### src/rtl/mdio_eng_pkg.sv
// Package: shared field positions and frame layout of the management master.
// Assumes a clause-22 frame of 64 bits, the first 46 always driven by the master.
package mdio_eng_pkg;
    localparam int WORD_W      = 32;
    localparam int DATA_W      = 16;
    localparam int ADDR_W      = 5;
    localparam int REG_LSB     = 16;
    localparam int PHY_LSB     = 21;
    localparam int RD_BIT      = 27;
    localparam int EN_BIT      = 30;
    localparam int BUSY_BIT    = 31;
    localparam int PRE_BITS    = 32;
    localparam int FRAME_BITS  = 64;
    localparam int HDR_BITS    = PRE_BITS + 2 + 2 + ADDR_W + ADDR_W;   // 46
    localparam int DATA_START  = HDR_BITS + 2;                         // 48
    localparam int IDX_W       = $clog2(FRAME_BITS);

    // Builds the full serial frame, MSB sent first.
    function automatic logic [FRAME_BITS-1:0] build_frame(
        input logic              is_rd,
        input logic [ADDR_W-1:0] phy,
        input logic [ADDR_W-1:0] regad,
        input logic [DATA_W-1:0] wdat);
        logic [1:0] op;
        logic [1:0] ta;
        op = is_rd ? 2'b10 : 2'b01;
        ta = is_rd ? 2'b11 : 2'b10;
        return {{PRE_BITS{1'b1}}, 2'b01, op, phy, regad, ta, wdat};
    endfunction
endpackage

### src/rtl/mdio_ctrl_reg.sv
// Control word: holds data, addresses, command, enable and busy.
// Assumes one write strobe per cycle; writes while busy are dropped.
module mdio_ctrl_reg
    import mdio_eng_pkg::*;
(
    input  logic              clk,
    input  logic              rst_n,
    input  logic              wr_en,
    input  logic [WORD_W-1:0] wr_data,
    input  logic              done,
    input  logic [DATA_W-1:0] rd_result,
    output logic [WORD_W-1:0] word,
    output logic              start
);
    logic busy;
    assign busy = word[BUSY_BIT];

    // Start request: idle, and both busy and enable present in the write.
    always_comb begin
        start = wr_en && !busy && wr_data[BUSY_BIT] && wr_data[EN_BIT];
    end

    // Word update: accept when idle, finish on frame end.
    always_ff @(posedge clk) begin
        if (!rst_n) begin
            word <= '0;
        end else if (done) begin
            word[BUSY_BIT] <= 1'b0;
            if (word[RD_BIT]) begin
                word[DATA_W-1:0] <= rd_result;
            end
        end else if (wr_en && !busy) begin
            word           <= wr_data;
            word[BUSY_BIT] <= start;
        end
    end
endmodule

### src/rtl/mdio_clk_div.sv
// Clock divider: emits fall, rise and period-end strobes while running.
// Assumes CLK_DIV is even and at least 2.
module mdio_clk_div #(
    parameter int CLK_DIV = 4
) (
    input  logic clk,
    input  logic rst_n,
    input  logic run,
    output logic fall_tick,
    output logic rise_tick,
    output logic last_tick
);
    localparam int HALF  = CLK_DIV / 2;
    localparam int CNT_W = (CLK_DIV > 2) ? $clog2(CLK_DIV) : 1;
    localparam logic [CNT_W-1:0] CNT_LAST = CNT_W'(CLK_DIV - 1);
    localparam logic [CNT_W-1:0] CNT_HALF = CNT_W'(HALF);

    logic [CNT_W-1:0] cnt;

    // Phase counter, held at zero when no frame runs.
    always_ff @(posedge clk) begin
        if (!rst_n || !run) begin
            cnt <= '0;
        end else if (cnt == CNT_LAST) begin
            cnt <= '0;
        end else begin
            cnt <= cnt + 1'b1;
        end
    end

    // Strobe decode for the three phase points.
    always_comb begin
        fall_tick = run && (cnt == '0);
        rise_tick = run && (cnt == CNT_HALF);
        last_tick = run && (cnt == CNT_LAST);
    end
endmodule

### src/rtl/mdio_frame_seq.sv
// Frame sequencer: shifts the 64-bit frame out, drives MDC, samples read data.
// Assumes start is only raised while idle; done is a one-cycle pulse.
module mdio_frame_seq
    import mdio_eng_pkg::*;
(
    input  logic              clk,
    input  logic              rst_n,
    input  logic              start,
    input  logic              is_rd,
    input  logic [ADDR_W-1:0] phy,
    input  logic [ADDR_W-1:0] regad,
    input  logic [DATA_W-1:0] wdat,
    input  logic              fall_tick,
    input  logic              rise_tick,
    input  logic              last_tick,
    input  logic              mdio_i,
    output logic              active,
    output logic              done,
    output logic [DATA_W-1:0] rd_result,
    output logic              mdc,
    output logic              mdio_o,
    output logic              mdio_oe
);
    localparam logic [IDX_W-1:0] IDX_LAST  = IDX_W'(FRAME_BITS - 1);
    localparam logic [IDX_W-1:0] IDX_HDR   = IDX_W'(HDR_BITS);
    localparam logic [IDX_W-1:0] IDX_DATA  = IDX_W'(DATA_START);

    logic [FRAME_BITS-1:0] shreg;
    logic [IDX_W-1:0]      bit_idx;
    logic                  rd_q;
    logic [DATA_W-1:0]     rd_sh;
    logic                  sample_now;
    logic [DATA_W-1:0]     rd_next;

    // Sample condition: rising MDC during the data field of a read.
    always_comb begin
        sample_now = active && rise_tick && rd_q && (bit_idx >= IDX_DATA);
        rd_next    = sample_now ? {rd_sh[DATA_W-2:0], mdio_i} : rd_sh;
        done       = active && last_tick && (bit_idx == IDX_LAST);
        rd_result  = rd_next;
    end

    // Frame progress, MDC level and MDIO drive.
    always_ff @(posedge clk) begin
        if (!rst_n) begin
            active  <= 1'b0;
            bit_idx <= '0;
            shreg   <= '0;
            rd_q    <= 1'b0;
            rd_sh   <= '0;
            mdc     <= 1'b1;
            mdio_o  <= 1'b1;
            mdio_oe <= 1'b0;
        end else if (start) begin
            active  <= 1'b1;
            bit_idx <= '0;
            shreg   <= build_frame(is_rd, phy, regad, wdat);
            rd_q    <= is_rd;
            rd_sh   <= '0;
        end else if (active) begin
            rd_sh <= rd_next;
            if (fall_tick) begin
                mdc     <= 1'b0;
                mdio_o  <= shreg[FRAME_BITS-1];
                mdio_oe <= !rd_q || (bit_idx < IDX_HDR);
            end
            if (rise_tick) begin
                mdc <= 1'b1;
            end
            if (last_tick) begin
                if (bit_idx == IDX_LAST) begin
                    active  <= 1'b0;
                    mdio_oe <= 1'b0;
                    mdio_o  <= 1'b1;
                end else begin
                    bit_idx <= bit_idx + 1'b1;
                    shreg   <= {shreg[FRAME_BITS-2:0], 1'b0};
                end
            end
        end
    end
endmodule

### src/rtl/mdio_master_engine.sv
// Top: register-started clause-22 management master.
// Assumes a single writer on the register bus and CLK_DIV even, >= 2.
module mdio_master_engine
    import mdio_eng_pkg::*;
#(
    parameter int CLK_DIV = 4
) (
    input  logic        clk,
    input  logic        rst_n,
    input  logic        reg_wr_en,
    input  logic [31:0] reg_wr_data,
    output logic [31:0] reg_rd_data,
    output logic        mdc_o,
    output logic        mdio_o,
    output logic        mdio_oe,
    input  logic        mdio_i
);
    logic [WORD_W-1:0] word;
    logic              start;
    logic              frame_done;
    logic              frame_active;
    logic [DATA_W-1:0] rd_result;
    logic              fall_tick;
    logic              rise_tick;
    logic              last_tick;

    mdio_ctrl_reg i_ctrl (
        .clk       (clk),
        .rst_n     (rst_n),
        .wr_en     (reg_wr_en),
        .wr_data   (reg_wr_data),
        .done      (frame_done),
        .rd_result (rd_result),
        .word      (word),
        .start     (start)
    );

    mdio_clk_div #(.CLK_DIV(CLK_DIV)) i_div (
        .clk       (clk),
        .rst_n     (rst_n),
        .run       (frame_active),
        .fall_tick (fall_tick),
        .rise_tick (rise_tick),
        .last_tick (last_tick)
    );

    mdio_frame_seq i_seq (
        .clk       (clk),
        .rst_n     (rst_n),
        .start     (start),
        .is_rd     (reg_wr_data[RD_BIT]),
        .phy       (reg_wr_data[PHY_LSB +: ADDR_W]),
        .regad     (reg_wr_data[REG_LSB +: ADDR_W]),
        .wdat      (reg_wr_data[DATA_W-1:0]),
        .fall_tick (fall_tick),
        .rise_tick (rise_tick),
        .last_tick (last_tick),
        .mdio_i    (mdio_i),
        .active    (frame_active),
        .done      (frame_done),
        .rd_result (rd_result),
        .mdc       (mdc_o),
        .mdio_o    (mdio_o),
        .mdio_oe   (mdio_oe)
    );

    assign reg_rd_data = word;
endmodule

### config.mk
export PLATFORM = sky130hd
export DESIGN_NAME = mdio_master_engine
export DESIGN_NICKNAME = d
export VERILOG_FILES = /design/src/rtl/mdio_eng_pkg.sv /design/src/rtl/mdio_ctrl_reg.sv /design/src/rtl/mdio_clk_div.sv /design/src/rtl/mdio_frame_seq.sv /design/src/rtl/mdio_master_engine.sv
export SDC_FILE = /design/constraint.sdc
export NUM_CORES = 1
export LEC_CHECK = 0
export ABC_AREA = 1
export BUFFER_PORTS_ARGS = -buffer_cell sky130_fd_sc_hd__clkbuf_2
export CAP_MARGIN = 10
export CORE_AREA = 10 10 120 122
export DETAILED_ROUTE_END_ITERATION = 16
export DIE_AREA = 0 0 130 132
export GPL_ROUTABILITY_DRIVEN = 0
export SETUP_SLACK_MARGIN = 0.2
export SLEW_MARGIN = 20
export SYNTH_ARGS = -nofsm -noshare
export SYNTH_HDL_FRONTEND = slang
export SYNTH_SLANG_ARGS = --single-unit
### constraint.sdc
create_clock -name clk -period 3.5 [get_ports clk]
set_input_delay 0.525 -clock clk [delete_from_list [all_inputs] [get_ports clk]]
set_output_delay 0.525 -clock clk [all_outputs]
set_load 0.005 [all_outputs]
# [After elaboration in Yosys (flattened, before gate mapping)]
# Index checks and enable logic that the tools add are counted.
[word_totals] ff_bits=125 in_bits=36 output_inout_bits=35 wordCells=79
[op_classes] addsub=2 magnitude_cmp=2 n_eq_ne=5 muxes=22 n_bitwise=4 n_reduce_logical=31
[ops] operator="$mux W64" count=4
[ops] operator="$mux W16" count=4
[ops] operator="$mux W1" count=13
[ops] operator="$logic_and A1 B1 Y1" count=11
[ops] operator="$reduce_and A3 Y1" count=3
[ops] operator="$reduce_bool A2 Y1" count=4
[ops] operator="$add A6 B1 Y6 const B" count=1
[ops] operator="$eq A6 B6 Y1 const B" count=1
[ops] operator="$ge A6 B6 Y1 const B" count=1
[ops] operator="$lt A6 B6 Y1 const B" count=1
[ops] operator="$reduce_and A2 Y1" count=3
[ops] operator="$reduce_or A2 Y1" count=3
[ops] operator="$eq A2 B2 Y1 const B" count=2
[ops] operator="$logic_not A1 Y1" count=4
[ops] operator="$not A1 Y1" count=4
[ops] operator="$add A2 B1 Y2 const B" count=1
[ops] operator="$logic_not A2 Y1" count=1
[ops] operator="$logic_or A1 B1 Y1" count=2
[ops] operator="$mux W2" count=1
[ops] operator="$ne A2 B1 Y1 const B" count=1
[ops] operator="$ne A2 B2 Y1 const B" count=1

# [Longest topological paths before layout]
# Gate-level depths: netlist (run 1).
[depth] depth_word=8 ltp_mapped=10 depth_no_buf=9

# [Modules after synthesis]
# Synthesis (run 1) repeated with hierarchy kept, for this count alone.
[hier_totals] hier_cells=783 area_unflattened_um2=5561.6
[modules_own_cells] mod="mdio_frame_seq" n_inst=1 cells_each=531 area_per_inst_um2=3783.6 seq_area_each_um2=1821.7
[modules_own_cells] mod="mdio_ctrl_reg" n_inst=1 cells_each=234 area_per_inst_um2=1650.3 seq_area_each_um2=640.6
[modules_own_cells] mod="mdio_clk_div" n_inst=1 cells_each=18 area_per_inst_um2=127.6 seq_area_each_um2=40.0

# [Worst setup path after synthesis (run 1)]
# Ideal clock, no wire load.
[synth_path] path_type="flip-flop to flip-flop" start="reg i_seq.bit_idx[0]" end="reg i_ctrl.word[27]" setup_time_ns=0.116 t_arrival_ns=1.348 required_ns=3.384 slack_ns=2.036 stages_incl_launch_ff=10 n_path_buf=1 period_less_slack_ns=1.464 path_cell_list="dfxtp_1 -> ha_1 -> inv_1 -> nor2_2 -> nand3_2 -> nand2_4 -> inv_2 -> buf_2 -> nor2_1 -> nor2_1"
[synth_via] elab_chain_cells=4
[synth_rtl] item="start: declaration" line_no="mdio_frame_seq.sv:29" source="logic [IDX_W-1:0] bit_idx;"
[synth_rtl] item="start signal: assignment" line_no="mdio_frame_seq.sv:76" source="bit_idx <= bit_idx + 1'b1;"
[synth_rtl] item="$eq A6 B6 Y1" line_no="mdio_frame_seq.sv:39" source="done = active && last_tick && (bit_idx == IDX_LAST);"
[synth_rtl] item="$logic_and A1 B1 Y1" line_no="mdio_frame_seq.sv:39"
[synth_rtl] item="$not A1 Y1 (no line)"
[synth_rtl] item="$reduce_and A2 Y1 (no line)"
[synth_rtl] item="end signal: indexed assignment" line_no="mdio_ctrl_reg.sv:30" source="word[DATA_W-1:0] <= rd_result;"
[synth_rtl] item="end signal: assignment" line_no="mdio_ctrl_reg.sv:33" source="word <= wr_data;"
[synth_rtl] item="end signal: indexed assignment" line_no="mdio_ctrl_reg.sv:34" source="word[BUSY_BIT] <= start;"
[synth_rtl] item="end: declaration" line_no="mdio_ctrl_reg.sv:12" source="output logic [WORD_W-1:0] word,"
# Every way passes these cells.
# A chain may end at the register's enable or synchronous reset.

# [Worst setup path in the final report (run 1)]
[layout_path] start="reg i_seq.bit_idx[0]" end="reg i_ctrl.word[6]"
[layout_via] elab_chain_cells=5 word_cells_on_any_way=10 classes_between="order compare (1); eq/ne (2); mux (3); reduce/logical (4)"
[layout_rtl] item="$ge A6 B6 Y1" line_no="mdio_frame_seq.sv:37" source="sample_now = active && rise_tick && rd_q && (bit_idx >= IDX_DATA);"
[layout_rtl] item="$logic_and A1 B1 Y1" line_no="mdio_frame_seq.sv:37"
[layout_rtl] item="$mux W16" line_no="mdio_frame_seq.sv:38" source="rd_next = sample_now ? {rd_sh[DATA_W-2:0], mdio_i} : rd_sh;"
[layout_rtl] item="$mux W16" line_no="mdio_ctrl_reg.sv:29" source="if (word[RD_BIT]) begin"
[layout_rtl] item="$mux W16" line_no="mdio_ctrl_reg.sv:27" source="end else if (done) begin"
# Several ways; a longest one is shown, not always the timed one. The select of a mux whose other input is x is not followed.

==> implementation parameters, run 1 <==
Parameter                              Value

Clock tree
  Post-CTS resize count ... 0
  Number of buffers on the longest clock path ... 2
  CTS H-tree depth ... 4
  CTS clock-pin slew for the worst setup and hold paths ... 0.06 ns
  CTS Root Cell ... clkbuf_16
  TritonCTS clock tree ... done
  Later-pin clock latency in the skew report ... roughly 0.43 ns
  Post-cts hold buffer count ... 0
  Clock sink count ... approximately 130
  Number of post-CTS setup repair buffers ... 0
  Number of CTS-inserted buffers ... 17

Finish
  Filler cells ... 1,169
  Layout cells sized above 1 ... 0.165
  Post-layout utilization of the core ... 0.539
  Fin nets ... approximately 840
  Non-filler cells in the finished layout ... around 960
  Layout overhead on the synthesized area ... 18.3%
  Area of all placed cells without fillers ... around 6400 sq um
  Number of antenna cells inserted ... 0
  Sequential standard cell area ... about 2500 sq um
  Multi-input gate area ... 2520 sq um

STA
  Clock Skews ... 0.0104 ns
  Fin crit period ... 2.18 ns
  RSZ-0062 raised after global routing ... no
  Worst relative slew slack ... 0.514
  Number of pins with negative max-slew slack in the final report ... 0
  Maximum operating frequency ... between 0.4 and 0.5 GHz
  PnR worst setup slack ... about 1.3 ns
  Slew at the pin closest to its max-slew limit ... 0.728 ns
  Final number of hold-violating endpoints ... 0
  Final Cycle Share ... 0.624
  Final-report setup violation count ... 0
  Worst hold slack ... between 0.3 and 0.4 ns
  Sum Neg Setup Slack ... 0 ns

GRT
  Number of antenna violations at the first check in global routing ... 0
  Global routing usage summed across all routing layers ... 0.165
  Global-route congestion overflow total ... 0
  Largest net degree at the start of global routing ... around 80
  Number of global-route vias before repair ... ~4,600
  Global-route wire length before repair ... 22.8 mm

Floorplanning
  Row count ... 40
  Effective utilization at floorplan ... 0.456
  Die area ... about 17,000 sq um
  Die Span Y ... approximately 130 um
  Core area ... between 10,000 and 15,000 sq um
  Die W ... between 100 and 150 um
  Ports placed on the boundary ... 71

Synthesis
  Combinational family with the most area after synthesis ... simple AND/OR/NAND/NOR gates
  Gate Count Post-Synth ... between 700 and 800
  Synth Cell Area ... between 5000 and 6000 sq um
  Sequential fraction of the synthesis area ... 0.461
  Share of the synthesized netlist area taken by xor and xnor gates ... 0.00161
  Complex-gate fraction of the synthesized area ... 0.137
  Proportion of netlist area held by the largest area contributor ... 0.461
  Yosys top cell by area ... dfxtp_1
  #FFs+latches synth ... 125
  Number of distinct library cells after synthesis ... 32
  Mean instance size in the synthesized netlist ... between 7 and 8 sq um
  Post-Synth Simple-Gate Area ... 0.315
  Total of warnings raised by yosys ... 0
  Mapped Nets ... between 700 and 800
  Multiplexer area fraction after synthesis ... 0
  Cells taking the most area after synthesis ... dfxtp_1, nand2_1, nor2_1
  Adder-cell area share of the yosys netlist ... 0.00922

Worst setup path
  CP required ... around 3.9 ns
  Category of the worst setup path capture point ... flip-flop
  Critical Path Source Type ... flip-flop
  Setup CP Type ... flip-flop to flip-flop
  Data arrival at the endpoint of the critical path ... 2.54 ns
  Maximum fanout encountered on the critical timing path ... 33

Place
  Number of buffers inserted by port buffering ... 70
  Placement Setup Slack ... roughly 1.2 ns
  Number of cells after detailed placement ... approximately 920
  Area after DPL ... ~5800 sq um
  Dpl hpwl ... 9.22 mm

Routing
  Initial drt markers ... approximately 430
  Number of detailed-routing iterations run before antenna repair ... 6
  Routed length per instance ... around 14 um
  Residual DRC ... 0
  Number of vias after detailed routing ... roughly 4,800
  Vias per cell ... approximately 5
  Total wirelength of the detailed-routed design ... 13.6 mm
  Post-DRT Antenna Nets ... 0

Hold path
  Class of the tightest hold or removal check ... input pin to flip-flop

Power
  Worst ir drop on vdd ... about 0.00031 V
  Total power of the final layout ... 3.73 mW
  Total power per unit cell area ... between 500 and 600 nW/um^2
  Lkg Pwr ... between 2 and 3 nW

Status
  Outcome ... finished, final reports clean

Run
  Max-capacitance violation count ... 0
placed cells by master (no fill, tap or decap):
cell	Yosys	layout
a21oi_1	41	41
a21oi_2	2	2
buf_4	7	5
bufinv_16	0	5
clkbuf_16	0	17
clkbuf_2	1	70
clkbuf_8	0	2
clkinv_2	0	1
clkinv_4	1	2
clkinvlp_4	0	4
dfxtp_1	125	125
ha_1	4	4
inv_1	39	39
inv_2	1	1
inv_4	1	1
inv_6	0	2
nand2_1	187	186
nand2_2	0	1
nand2_4	5	5
nand3_1	27	27
nand3_2	2	2
nand3_4	1	1
nand3b_1	11	11
nand4_1	2	2
nand4_4	1	1
nor2_1	142	142
nor2_2	4	4
nor2_4	5	5
nor3_1	4	4
nor3_4	1	1
nor4_1	2	2
o21a_1	15	15
o21ai_0	68	68
o21ai_2	1	1
o21bai_1	8	8
xnor2_1	1	1
sequential cells by signal (all words and copies together), names as in the netlist:
signal / cells
i_seq.shreg: 64
i_seq.mdio_oe: 1
i_div.cnt: 2
i_seq.bit_idx: 6
i_seq.mdc: 1
i_seq.active: 1
i_seq.rd_q: 1
i_seq.rd_sh: 16
i_ctrl.word: 32
i_seq.mdio_o: 1
cell type report:
cell class / instances / area share
clock inverter: 13 / 0.0329
multi-input combinational: 534 / 0.392
timing repair buffer: 75 / 0.0604
sequential: 125 / 0.390
clock buffer: 19 / 0.0706
tap: 147 / 0.0286
inverter: 42 / 0.0257
synth_stat cells:
| library cell | n |
|---|---|
| a21oi_1 | 41 |
| inv_4 | 1 |
| nand3_1 | 27 |
| dfxtp_1 | 125 |
| clkinv_4 | 1 |
| xnor2_1 | 1 |
| inv_2 | 1 |
| o21bai_1 | 8 |
| o21a_1 | 15 |
| nand3_2 | 2 |
| nor3_1 | 4 |
| buf_4 | 7 |
| a21oi_2 | 2 |
| nand2_1 | 187 |
| nor2_1 | 142 |
| nor2_2 | 4 |
| nand2_4 | 5 |
| nand3b_1 | 11 |
| nand3_4 | 1 |
| nor4_1 | 2 |
| nand4_1 | 2 |
| buf_6 | 8 |
| o21ai_0 | 68 |
| nor2_4 | 5 |
| o21ai_2 | 1 |
| nor3_4 | 1 |
| inv_1 | 39 |
| clkbuf_1 | 10 |
| ha_1 | 4 |
| buf_2 | 12 |
| nand4_4 | 1 |
| clkbuf_2 | 1 |
routing by layer:
layer,global-route usage,vias up,share of wire
li1,-,2478,-
met1,0.214,2202,0.49
met2,0.247,111,0.44
met3,0.0543,24,0.059
met4,0.0606,0,0.016
met5,0,-,0
critical path, cell delays in order (launching register included):
cell,delay (ns)
dfxtp_1,0.37
ha_1,0.22
inv_1,0.07
nor2_2,0.18
nand3_2,0.32
nand2_4,0.44
nand2_4,0.20
inv_4,0.13
nor2_1,0.06
nor2_1,0.09
power by group:
part / total, mW / internal, mW / switching (mW)
clock: 1.96 / 1.30 / 0.657
sequential: 1.53 / 1.49 / 0.0347
combinational: 0.246 / 0.0939 / 0.152
total: 3.73 / 2.89 / 0.844
path summary, 6_finish.rpt:
kind	slack [ns]	from	endpoint	cells past startpoint
setup / recovery	1.32	i_seq.bit_idx[0]	i_ctrl.word[6]	9
hold / removal	0.32	reg_wr_data[15]	i_seq.shreg[15]	3
setup reg to reg	1.32	i_seq.bit_idx[0]	i_ctrl.word[6]	9
hold reg to reg	0.46	i_seq.shreg[12]	i_seq.shreg[12]	2
logic make-up (layout without fill, tap and decap cells):
group	count (synthesis)	after routing
AOI/OAI and AO/OA	135	135
DFF	125	125
and+or+nand+nor	394	394
xor gates and xnor gates	1	1
adders and majority gates	4	4
buffers and inverters	80	149
No activity file was read; power rests on OpenSTA's default activity.
==> run 2, diff against run 1 <==
Settings changed: ABC_AREA 1 to 0, CORE_AREA 10 10 120 122 to 10 10 115 117, DIE_AREA 0 0 130 132 to 0 0 125 127, PLACE_DENSITY set to 0.68.
Clock period 3.5 ns to 2 ns, I/O delays scaled along.
==> run 2 against run 1 <==
First-iteration DRC count decreased by 9.7%. Hold slack got worse by 0.22 ns. Final cell count decreased by 15%. Final area decreased by 3.8%. Critical endpoint is now i_ctrl.word[8].
==> implementation parameters, run 2 <==
Parameter                              Value

Synthesis
  Mean instance size in the synthesized netlist ... between 8 and 9 sq um
  #FFs+latches synth ... between 100 and 150
  Sequential fraction of the synthesis area ... 0.505
  Yosys top cell by area ... dfxtp_1
  Async S/R FF share, synth ... 0
  Number of distinct library cells after synthesis ... 38
  Synth Cell Area ... slightly below 5000 sq um
  Proportion of netlist area held by the largest area contributor ... 0.505
  Gate Count Post-Synth ... just under 600
  Primary flip-flop cell chosen by synthesis mapping ... dfxtp_1
  Cells taking the most area after synthesis ... dfxtp_1, nand2_1, a31oi_1
  Most used standard cell by instance count after synthesis ... nand2_1
  Total of warnings raised by yosys ... 0
  Synth top cells by count ... nand2_1, dfxtp_1, a31oi_1
  Mapped Nets ... roughly 630
  Count of flip-flops with a built-in enable after synthesis ... 0

GRT
  Global routing usage summed across all routing layers ... 0.151
  Global-route congestion overflow total ... 0
  Number of antenna violations at the first check in global routing ... 0
  Largest net degree at the start of global routing ... 66
  Global-route wire length before repair ... 20.2 mm
  Number of global-route vias before repair ... 4,206

Routing
  Routed length per instance ... around 16 um
  Number of vias after detailed routing ... around 4,500
  Initial drt markers ... roughly 390
  Residual DRC ... 0
  Total wirelength of the detailed-routed design ... ~13 mm
  Post-DRT Antenna Nets ... 0
  Number of detailed-routing iterations run before antenna repair ... 5
  Vias per cell ... between 5 and 6

Worst setup path
  CP required ... around 2.3 ns
  Data arrival at the endpoint of the critical path ... about 2.0 ns
  Setup CP Type ... flip-flop to flip-flop
  Maximum fanout encountered on the critical timing path ... 16
  Category of the worst setup path capture point ... flip-flop
  Critical Path Source Type ... flip-flop

Finish
  Filler cells ... roughly 1,000
  Reg with most FFs ... i_seq.shreg
  Non-filler cells in the finished layout ... 811
  Layout overhead on the synthesized area ... 24.6%
  Most common cell after layout, fill and taps aside ... nand2_1
  Number of antenna cells inserted ... 0
  Fin nets ... between 600 and 700
  Max reg flops ... 64
  Area of all placed cells without fillers ... 6170 sq um
  Largest registers in the final layout ... i_seq.shreg: 64 flops, i_ctrl.word: 32 flops, i_seq.rd_sh: 16 flops
  Post-layout utilization of the core ... 0.555
  Layout cells sized above 1 ... 0.205
  Top library cells by usage in the layout, fill and taps aside ... nand2_1, dfxtp_1, clkbuf_2, a31oi_1, o21ai_0

STA
  RSZ-0062 raised after global routing ... yes
  Fin crit period ... ~1.7 ns
  Final-report setup violation count ... 0
  Final Cycle Share ... 0.846
  PnR worst setup slack ... just over 0.3 ns
  Maximum operating frequency ... 0.591 GHz
  Worst hold slack ... 0.104 ns
  Worst relative slew slack ... 0.695
  Sum Neg Setup Slack ... 0 ns
  Slew at the pin closest to its max-slew limit ... between 0.4 and 0.5 ns
  Clock Skews ... 0.00980 ns
  Final number of hold-violating endpoints ... 0
  Number of pins with negative max-slew slack in the final report ... 0

Power
  Logic gate share of total power ... 0.061
  Total power per unit cell area ... 1040 nW/um^2
  Sw frac ... 0.215
  Total power of the final layout ... about 6.4 mW
  Clock power share ... 0.521
  Net switching power of the design ... roughly 1.4 mW
  Sequential power share ... 0.418
  Internal power ... a little over 5 mW
  Lkg Pwr ... about 2.3 nW
  Worst ir drop on vdd ... ~0.00074 V

Floorplanning
  Die Span Y ... roughly 130 um
  Effective utilization at floorplan ... 0.445
  Row count ... 39
  Core area ... between 10,000 and 15,000 sq um
  Die area ... between 15,000 and 20,000 sq um
  Ports placed on the boundary ... slightly above 70
  Die W ... approximately 130 um

Place
  Placement Setup Slack ... between 0.1 and 0.15 ns
  Dpl hpwl ... between 8 and 9 mm
  Number of buffers inserted by port buffering ... 70
  Area after DPL ... ~5400 sq um
  Number of cells after detailed placement ... 774

Clock tree
  Clock sink count ... roughly 130
  Later-pin clock latency in the skew report ... 0.42 ns
  CTS clock-pin slew for the worst setup and hold paths ... roughly 0.060 ns
  TritonCTS clock tree ... done
  Number of buffers on the longest clock path ... 2
  CTS H-tree depth ... 4
  Number of CTS-inserted buffers ... 17
  CTS Root Cell ... clkbuf_16

Hold path
  Class of the tightest hold or removal check ... input pin to flip-flop

Run
  Max-capacitance violation count ... 0

Status
  Outcome ... finished, final reports clean
[run 2: cell types whose count changed after synthesis, sizes merged, moves of 15 or more]
cell   before  now
a21oi      43   24
a31oi       0   67
inv        41    3
mux2i       0   16
nand2     192  169
nor2      151   22
o21a       15    0
o21ai      69   41
[run 2: timing repair]
action	in CTS	in global routing
hold buffers	0	0
cloned	0	4
setup buffers	0	1
pin swaps	0	2
setup endpoints to repair	76	87
gates resized for setup	2	4
[run 2: cells by family after synthesis]
group	synth area share
simple gates	0.200
compound gates	0.191
flops	0.505
buf+inv	0.0596
mux	0.0323
fa+ha+maj	0.0101
xor+xnor	0.00177
[run 2: layout make-up]
cell class / count / area, sq um / share of cell area
Multi-Input combinational cell: 413 / 2190 / 0.355
Sequential cell: 125 / 2500 / 0.405
Timing Repair Buffer: 94 / 633 / 0.103
Clock inverter: 9 / 154 / 0.0249
Tap cell: 143 / 179 / 0.0290
Inverter: 4 / 15.0 / 0.00243
Clock buffer: 23 / 498 / 0.0807
[run 2: power groups by stage]
stage	clock network, mW	registers [mW]	logic [mW]
final	3.34	2.67	0.389
after global routing	3.49	2.69	0.436
after CTS	3.39	2.67	0.389
after detailed placement	0	2.72	0.386
after global placement	0	2.72	0.375
after floorplan	0	2.71	0.218
[run 2: final timing paths]
kind / startpoint / end / slack [ns] / cells after the start
worst max-delay path: i_div.cnt[1] / i_ctrl.word[8] / 0.31 / 6
worst min-delay path: reg_wr_data[26] / i_ctrl.word[26] / 0.10 / 3
worst max register to register: i_div.cnt[1] / i_ctrl.word[8] / 0.31 / 6
worst min register to register: i_ctrl.word[24] / i_ctrl.word[24] / 0.45 / 2
[run 2: metal layers]
metal	share of wire	track usage	vias up	wire [um]
met2	0.47	0.240	134	6090
met4	0.021	0.0671	0	274
met5	0	0	-	0
met1	0.45	0.183	2142	5760
li1	-	-	2196	-
met3	0.060	0.0509	26	772
[run 2: critical path, cell delays in order, from the launching register on]
cell and delay, ns:
dfxtp_1 0.37, ha_2 0.25, and4_4 0.29, and3_1 0.22, buf_4 0.24, nor3_1 0.07, a211oi_1 0.17
